<file path="config.mk">
export PLATFORM = sky130hd
export DESIGN_NAME = trace_pfb
export DESIGN_NICKNAME = d
export VERILOG_FILES = /design/src/rtl/tpb_pkg.sv /design/src/rtl/tpb_store.sv /design/src/rtl/tpb_lru.sv /design/src/rtl/trace_pfb.sv
export SDC_FILE = /design/constraint.sdc
export NUM_CORES = 2
export LEC_CHECK = 0
export BUFFER_PORTS_ARGS = -buffer_cell sky130_fd_sc_hd__buf_4
export CORE_MARGIN = 10
export CORE_UTILIZATION = 40
export CTS_BUF_LIST = sky130_fd_sc_hd__clkbuf_4 sky130_fd_sc_hd__clkbuf_8 sky130_fd_sc_hd__clkbuf_16
export DETAILED_ROUTE_END_ITERATION = 10
export GPL_ROUTABILITY_DRIVEN = 1
export PLACE_DENSITY = 0.55
export SLEW_MARGIN = 20
export SYNTH_ARGS = -nofsm -noshare
export SYNTH_HDL_FRONTEND = slang
export SYNTH_SLANG_ARGS = --single-unit
</file>
<file path="constraint.sdc">
create_clock -name clk_i -period 23.1 [get_ports clk_i]
set_clock_uncertainty 0.05 [all_clocks]
set_input_delay 4.62 -clock clk_i [delete_from_list [all_inputs] [get_ports clk_i]]
set_output_delay 4.62 -clock clk_i [all_outputs]
set_load 0.005 [all_outputs]
</file>
<file path="src/rtl/tpb_pkg.sv">
package tpb_pkg;
  typedef enum logic [1:0] {
    PF_NONE,
    PF_CANCEL,
    PF_BUSY,
    PF_ISSUE
  } pf_act_e;
endpackage

</file>
<file path="src/rtl/tpb_store.sv">
module tpb_store #(
  parameter int N      = 16,
  parameter int ID_W   = 16,
  parameter int DATA_W = 32,
  parameter int NQ     = 3,
  localparam int IDX_W = $clog2(N)
) (
  input  logic                      clk_i,
  input  logic                      rst_ni,
  input  logic                      wr_en_i,
  input  logic [IDX_W-1:0]          wr_idx_i,
  input  logic [ID_W-1:0]           wr_id_i,
  input  logic [DATA_W-1:0]         wr_data_i,
  input  logic [NQ-1:0][ID_W-1:0]   q_id_i,
  output logic [NQ-1:0]             q_hit_o,
  output logic [IDX_W-1:0]          rd_idx_o,
  output logic [DATA_W-1:0]         rd_data_o,
  output logic [N-1:0]              valid_o
);
  logic [N-1:0]             valid_q;
  logic [N-1:0][ID_W-1:0]   tag_q;
  logic [N-1:0][DATA_W-1:0] data_q;
  logic [NQ-1:0][IDX_W-1:0] q_idx;

  always_ff @(posedge clk_i or negedge rst_ni) begin
    if (!rst_ni) valid_q <= '0;
    else if (wr_en_i) valid_q[wr_idx_i] <= 1'b1;
  end

  always_ff @(posedge clk_i) begin
    if (wr_en_i) begin
      tag_q[wr_idx_i]  <= wr_id_i;
      data_q[wr_idx_i] <= wr_data_i;
    end
  end

  for (genvar q = 0; q < NQ; q++) begin : g_port
    always_comb begin
      q_hit_o[q] = 1'b0;
      q_idx[q]   = '0;
      for (int e = 0; e < N; e++) begin
        if (!q_hit_o[q] && valid_q[e] && tag_q[e] == q_id_i[q]) begin
          q_hit_o[q] = 1'b1;
          q_idx[q]   = IDX_W'(e);
        end
      end
    end
  end

  assign rd_idx_o  = q_idx[0];
  assign rd_data_o = data_q[q_idx[0]];
  assign valid_o   = valid_q;
endmodule

</file>
<file path="src/rtl/tpb_lru.sv">
module tpb_lru #(
  parameter int N = 16,
  localparam int IDX_W = $clog2(N)
) (
  input  logic             clk_i,
  input  logic             rst_ni,
  input  logic [N-1:0]     valid_i,
  input  logic             a_en_i,
  input  logic [IDX_W-1:0] a_idx_i,
  input  logic             b_en_i,
  input  logic [IDX_W-1:0] b_idx_i,
  output logic [IDX_W-1:0] victim_o
);
  // ages form a permutation of 0..N-1; 0 is most recent
  logic [N-1:0][IDX_W-1:0] age_q, age_d;
  logic [IDX_W-1:0] ta, tb;
  logic free_found;

  always_comb begin
    age_d = age_q;
    ta = age_d[a_idx_i];
    if (a_en_i) begin
      for (int e = 0; e < N; e++)
        if (age_d[e] < ta) age_d[e] = age_d[e] + 1'b1;
      age_d[a_idx_i] = '0;
    end
    tb = age_d[b_idx_i];
    if (b_en_i) begin
      for (int e = 0; e < N; e++)
        if (age_d[e] < tb) age_d[e] = age_d[e] + 1'b1;
      age_d[b_idx_i] = '0;
    end
  end

  always_ff @(posedge clk_i or negedge rst_ni) begin
    if (!rst_ni) begin
      for (int e = 0; e < N; e++) age_q[e] <= IDX_W'(e);
    end else begin
      age_q <= age_d;
    end
  end

  always_comb begin
    victim_o   = '0;
    free_found = 1'b0;
    for (int e = 0; e < N; e++) begin
      if (!free_found && !valid_i[e]) begin
        victim_o   = IDX_W'(e);
        free_found = 1'b1;
      end
    end
    if (!free_found) begin
      for (int e = 0; e < N; e++)
        if (age_q[e] == IDX_W'(N - 1)) victim_o = IDX_W'(e);
    end
  end
endmodule

</file>
<file path="src/rtl/trace_pfb.sv">
module trace_pfb
  import tpb_pkg::*;
#(
  parameter int N_ENTRIES = 16,
  parameter int ID_W      = 16,
  parameter int DATA_W    = 32,
  parameter int CONF_W    = 3,
  parameter int STAT_W    = 16
) (
  input  logic              clk_i,
  input  logic              rst_ni,
  input  logic              pf_valid_i,
  input  logic [ID_W-1:0]   pf_id_i,
  input  logic [CONF_W-1:0] pf_conf_i,
  input  logic              l1_hit_i,
  input  logic              l2_hit_i,
  output logic              l2_req_o,
  output logic [ID_W-1:0]   l2_req_id_o,
  input  logic              l2_rsp_valid_i,
  input  logic [DATA_W-1:0] l2_rsp_data_i,
  input  logic              dm_valid_i,
  input  logic [ID_W-1:0]   dm_id_i,
  output logic              dm_hit_o,
  output logic [DATA_W-1:0] dm_data_o,
  output logic [STAT_W-1:0] cnt_issue_o,
  output logic [STAT_W-1:0] cnt_hit_o,
  output logic [STAT_W-1:0] cnt_cancel_o,
  output logic [STAT_W-1:0] cnt_busy_o
);
  localparam int IDX_W = $clog2(N_ENTRIES);

  logic                 busy_q;
  logic [ID_W-1:0]      fly_id_q;
  logic [2:0][ID_W-1:0] q_id;
  logic [2:0]           q_hit;
  logic [IDX_W-1:0]     dm_idx, victim;
  logic [DATA_W-1:0]    rd_data;
  logic [N_ENTRIES-1:0] ent_valid;
  logic                 dm_hit, install;
  pf_act_e              act;

  // port 0: demand, port 1: prefetch probe, port 2: duplicate guard
  assign q_id[0] = dm_id_i;
  assign q_id[1] = pf_id_i;
  assign q_id[2] = fly_id_q;

  tpb_store #(.N(N_ENTRIES), .ID_W(ID_W), .DATA_W(DATA_W), .NQ(3)) i_store (
    .clk_i, .rst_ni,
    .wr_en_i  (install),
    .wr_idx_i (victim),
    .wr_id_i  (fly_id_q),
    .wr_data_i(l2_rsp_data_i),
    .q_id_i   (q_id),
    .q_hit_o  (q_hit),
    .rd_idx_o (dm_idx),
    .rd_data_o(rd_data),
    .valid_o  (ent_valid)
  );

  tpb_lru #(.N(N_ENTRIES)) i_lru (
    .clk_i, .rst_ni,
    .valid_i (ent_valid),
    .a_en_i  (dm_hit),
    .a_idx_i (dm_idx),
    .b_en_i  (install),
    .b_idx_i (victim),
    .victim_o(victim)
  );

  always_comb begin
    act = PF_NONE;
    if (pf_valid_i && pf_conf_i != '0) begin
      if (l1_hit_i || q_hit[1]) act = PF_CANCEL;
      else if (busy_q)          act = PF_BUSY;
      else if (l2_hit_i)        act = PF_ISSUE;
    end
  end

  assign dm_hit  = dm_valid_i && q_hit[0];
  assign install = busy_q && l2_rsp_valid_i && !q_hit[2];

  always_ff @(posedge clk_i or negedge rst_ni) begin
    if (!rst_ni) begin
      busy_q   <= 1'b0;
      fly_id_q <= '0;
    end else if (act == PF_ISSUE) begin
      busy_q   <= 1'b1;
      fly_id_q <= pf_id_i;
    end else if (busy_q && l2_rsp_valid_i) begin
      busy_q   <= 1'b0;
    end
  end

  always_ff @(posedge clk_i or negedge rst_ni) begin
    if (!rst_ni) begin
      cnt_issue_o  <= '0;
      cnt_hit_o    <= '0;
      cnt_cancel_o <= '0;
      cnt_busy_o   <= '0;
    end else begin
      if (act == PF_ISSUE)  cnt_issue_o  <= cnt_issue_o + 1'b1;
      if (act == PF_CANCEL) cnt_cancel_o <= cnt_cancel_o + 1'b1;
      if (act == PF_BUSY)   cnt_busy_o   <= cnt_busy_o + 1'b1;
      if (dm_hit)           cnt_hit_o    <= cnt_hit_o + 1'b1;
    end
  end

  assign l2_req_o    = (act == PF_ISSUE);
  assign l2_req_id_o = pf_id_i;
  assign dm_hit_o    = dm_hit;
  assign dm_data_o   = rd_data;
endmodule

</file>
Word-level counts from Yosys, hierarchy flattened
Index checks and enable logic that the tools add are counted.
- bits in registers: 929
- latch bits: 0
- bits in writable memories: 0
- memory bits (read-only): 0
- bits of input ports: 74
- output and inout bits: 114
- word-level logic and storage cells: 592
- memories: 0
- add/subtract/negate cells: 36
- multipliers: 0
- divide/modulo/power cells: 0
- $lt $le $gt $ge: 36
- eq/ne operators: 67
- shift-type cells: 0
- mux-type cells: 201
- bitwise operators: 5
- reduce and logical (&&, ||, !) cells: 192
- operator list (cell ; count):
    16-bit == test ; 48
    512-bit bitwise mux ; 1
    4-bit 2-to-1 mux ; 101
    256-bit bitwise mux ; 1
    4-bit by 1-bit adder with 4-bit output, second input constant ; 32
    64-bit bitwise AND ; 2
    32-bit binary-select mux with 4-bit select ; 1
    32-bit demux with 4-bit select ; 1
    4-bit less-than comparator ; 32
    64-bit 2-to-1 mux ; 2
    64-bit NOT ; 2
    1-bit logical AND ; 114
    1-bit logical NOT ; 75
    1-bit 2-to-1 mux ; 69
    16-bit by 1-bit adder with 16-bit output, second input constant ; 4
    16-bit demux with 4-bit select ; 1
    4-bit == test, second input constant ; 16
    32-bit 2-to-1 mux ; 2
    4-bit binary-select mux with 4-bit select ; 2
    4-bit demux with 4-bit select ; 2
    3-bit 2-to-1 mux ; 8
    16-bit 2-to-1 mux ; 1
    2-bit 2-to-1 mux ; 8
    16-bit bitwise OR ; 1
    other kinds (8) ; 11

Logic depth before layout (Yosys ltp)
- word-level depth: 77
- gate-level depth with buffers: 39
- mapped depth without buffers: 34

Cells and area by module
A second synthesis with hierarchy kept.
- cells, all modules: 4510
- area total of the unflattened synthesis: 53198.5 µm²
- modules (own cells, without submodules) (module ; instances ; cells an instance ; area each (µm²) ; seq. area each (µm²)):
    tpb_store ; 1 ; 2911 ; 39645.5 ; 23462.5
    tpb_lru ; 1 ; 1296 ; 9932.0 ; 1641.6
    trace_pfb ; 1 ; 303 ; 3621.0 ; 2026.9

Worst setup path before layout
No wires, ideal clock.
- path kind: input to register
- from: input port dm_id_i[2]
- to: register i_lru.age_q[15] (netlist name)
- data arrival time: 12.987 ns
- slack: 9.965 ns
- cell stages on the path: 33
- cell sequence: buf_2 > buf_6 > xor2_1 > nor4b_2 > nand4b_1 > or4_4 > a21boi_1 > o32ai_2 > nor3_2 > buf_2 > clkbuf_1 > clkbuf_1 > nand2_1 > nand2_1 > o21ai_0 > a21oi_1 > o221ai_1 > ha_1 > or4_1 > nor2_1 > nand4_1 > o31ai_2 > nand4_1 > xnor2_1 > nor2_1 > a221o_1 > nand3_1 > nor3b_1 > ha_1 > a21o_1 > a311o_1 > or3_1 > a21oi_1
- RTL lines (item ; line ; RTL):
    from (decl) ; trace_pfb.sv:22 ; input logic [ID_W-1:0] dm_id_i,
    to (signal assigned) ; tpb_lru.sv:39 ; age_q <= age_d;
    to (decl) ; tpb_lru.sv:15 ; logic [N-1:0][IDX_W-1:0] age_q, age_d;

Final worst setup path
- from: input port dm_id_i[6]
- to: output port dm_data_o[2]
- longest elaborated chain between the ends: 65
- elaborated cells on any way between the ends: 94
- ends and longest elaborated chain (item ; line ; RTL):
    16-bit == test ; tpb_store.sv:42 ; if (!q_hit_o[q] && valid_q[e] && tag_q[e] == q_id_i[q]) begin
    1-bit logical AND ; tpb_store.sv:42 ;
    1-bit 2-to-1 mux ; tpb_store.sv:42 ;
    1-bit logical NOT ; tpb_store.sv:42 ;
    1-bit logical AND (2 in a row) ; tpb_store.sv:42 ;
    1-bit 2-to-1 mux ; tpb_store.sv:42 ;
    1-bit logical NOT ; tpb_store.sv:42 ;
    1-bit logical AND (2 in a row) ; tpb_store.sv:42 ;
    (+45 left out) ; n/a ;
    1-bit logical NOT ; tpb_store.sv:42 ;
    1-bit logical AND (2 in a row) ; tpb_store.sv:42 ;
    1-bit 2-to-1 mux ; tpb_store.sv:42 ;
    1-bit logical NOT ; tpb_store.sv:42 ;
    1-bit logical AND (2 in a row) ; tpb_store.sv:42 ;
    4-bit 2-to-1 mux (*) ; tpb_store.sv:42 ;
    32-bit binary-select mux with 4-bit select (*) ; tpb_store.sv:51 ; assign rd_data_o = data_q[q_idx[0]];
    32-bit 2-to-1 mux (implied by the code) (*) ; tpb_store.sv:51 ;
    to (decl) ; trace_pfb.sv:24 ; output logic [DATA_W-1:0] dm_data_o,
Every way passes the cells marked *; elsewhere a longest branch is shown, timed or not. The select of a mux whose other input is x is not followed.

==> qor.csv <==
metric;value;unit
outcome;finished with violations;
violations;slew limit;
cts_tree;built;
dr_wl_met3;14.2;mm
ys.flop_type;edfxtp_1;
cts-root-buf;clkbuf_16;
drive_gt1_share;14.3;%
crit_fanout;66;
synth_cell_type_count;115;
cts_max_level;3;
drtIter0Drc;3879;
grt_pass1_vias;38308;
post-cts-setup-buffers;0;
fin_hold_ws;0.416;ns
cap_viol_max_count;0;
ctsResizeCount;0;
final_common_cell;edfxtp_1;
ys_seq_area_share;52.0;%
hold_viol;0;
placement_rows;132;
place.gp.congestion;0.960;
clock-sinks;929;
path_class;input pin to primary output;
clk_latency;0.77;ns
critPathLaunchType;input pin;
pwr_density_cell;93.3;nW/µm²
core;130000;µm²
finalWorstPathRequiredPeriod;14.99;ns
fillCellCount;11920;
post_drt_wl_per_cell;28.4;µm
worstMarginPinSlew;1.56;ns
multi_input_area;23900;µm²
postCtsHoldBufs;0;
wirelength;187;mm
yosys_register_bits;929;
grt.overflow.total;0;
cts_buffers;105;
top_layer;met5;
fin_tns_setup;0;ns
worstHoldEndpoint;cnt_hit_o[15];
worstHoldStart;cnt_hit_o[15];
fin_ws;8.11;ns
end_kind;primary output;
clk_pin_slew;0.06;ns
yosys_warnings;0;
die-area;145000;µm²
grt_pass1_wl;271;mm
synthArstFlopShare;17.3;%
hold_depth;1;
synth_area;52200;µm²
layout_common_cells;edfxtp_1 (768), xnor2_1 (704), nand2_1 (473);
r2r_cells;33;
clk_path_buf_depth;3;
fin_nets;4936;
die_h;381;µm
area_delta_synth_final;12.6;%
dp_hpwl;117;mm
utilization;45.3;%
routed-wl-met2;84.9;mm
synth_top_area_share;44.2;%
ant_nets;0;
setup_violations;0;
reg2reg_to;i_lru.age_q[31];
syn_nets;4817;
route.detailed.drc;0;
regArea;27200;µm²
rsz0062_at_grt;no;
fp.dieW;381;µm
drt-met1-wl;78.7;mm
synthCells;4627;
ios;188;
track_usage;24.9;%
max-slew-margin-rel;-4.22;%
antenna_found_initial;9;
ir_drop;80.0;µV
grt_max_degree;209;
arrival;10.32;ns
syn_avg_cell_area;11.3;µm²
dr.pass1.iters;5;
max_freq;0.0667;GHz
hold_class;register to register;
rrSetupSlack;12.66;ns
io_buffers;187;
place_ws;8.23;ns
viasPerCell;5.93;
reg2reg_from;i_store.tag_q[188];
synthTopCellsByArea;edfxtp_1 (44%), xnor2_1 (12%), dfrtp_1 (6.2%);
num_vias;38978;
cellLeakagePower;20.7;nW
cp.required;18.43;ns
initial_core_util;40.3;%
slew_violations;131;
synth-edff-count;768;
fin_crit_sh;64.9;%
yosysTopAreaCell;edfxtp_1;
-- metrics by stage --
stage / cell area [µm²] / power (mW) / std cells
floorplan: 52200 / 3.23 / 4627
global placement: 55400 / 3.82 / 6381
detailed placement: 55400 / 3.84 / 6381
CTS: 58800 / 5.48 / 6576
global route: 58800 / 5.73 / 6576
finish: 58800 / 5.48 / 6577
-- sequential cells by signal, summed over array words and instances (netlist names) --
signal           count
busy_q               1
cnt_busy_o          16
cnt_cancel_o        16
cnt_hit_o           16
cnt_issue_o         16
fly_id_q            16
i_lru.age_q         64
i_store.data_q     512
i_store.tag_q      256
i_store.valid_o     16
-- synth_stat cells (42+ instances only) --
cell / count
a211oi_1: 82
a21oi_1: 110
and2_1: 62
and3_1: 42
clkbuf_1: 181
dfrtp_1: 129
edfxtp_1: 768
ha_1: 116
inv_1: 54
mux2_2: 87
mux2i_1: 78
nand2_1: 474
nand3_1: 210
nand4_1: 204
nor2_1: 205
nor3_1: 56
nor4_1: 77
o21ai_0: 171
xnor2_1: 704
xor2_1: 185
-- layout make-up --
cell class / instances / area share, %
Tap cell: 1742 / 3.71
Timing Repair Buffer: 263 / 3.39
Clock inverter: 68 / 0.949
Sequential cell: 929 / 46.2
Multi-Input combinational cell: 3391 / 40.6
Clock buffer: 127 / 4.76
Inverter: 56 / 0.358
Antenna cell: 1 / 0.00426
-- per-layer routing --
metal	up-vias	global-route usage [%]
li1	17316	-
met1	19498	32.7
met4	8	10.9
met5	-	0
met2	1680	39.9
met3	476	4.66
-- report_power, final --
group | internal (mW) | total [mW] | leakage (nW) | switching [mW]
combinational | 0.634 | 1.73 | 10.2 | 1.09
clock | 0.913 | 1.63 | 1.66 | 0.716
sequential | 1.96 | 2.13 | 8.87 | 0.169
-- kinds of logic (layout without fill, tap and decap cells) --
group / Yosys count / after routing / synth area share [%]
AO/OA/AOI/OAI: 660 / 660 / 8.73
XOR/XNOR: 889 / 889 / 14.9
adder cells (fa/ha/maj): 122 / 122 / 2.90
buffers and inverters: 307 / 514 / 2.68
flip-flops: 929 / 929 / 52.0
multiplexers: 168 / 168 / 3.47
other: 0 / 1 / 0
AND/OR/NAND/NOR: 1552 / 1552 / 15.3
-- critical path, cell delays in order --
cell	delay, ns
buf_4	0.46
xnor2_1	0.22
nand4_1	0.12
nor3_1	0.23
nand4_1	0.30
nand4_1	0.52
o32ai_2	0.32
nor2_4	0.59
buf_4	0.86
buf_4	0.90
mux2i_1	0.27
a211oi_1	0.09
a21oi_1	0.19
o221ai_1	0.25
buf_4	0.25
-- worst max path at each step --
stage | startpoint | to | slack [ns]
floorplan | dm_id_i[2] | i_lru.age_q[15] | 9.97
global placement | dm_id_i[6] | i_lru.age_q[31] | 8.14
detailed placement | dm_id_i[6] | dm_data_o[30] | 8.23
CTS | dm_id_i[6] | dm_data_o[30] | 8.21
global route | dm_id_i[6] | dm_data_o[2] | 7.87
finish | dm_id_i[6] | dm_data_o[2] | 8.11
(Power assumes the default switching activity.)
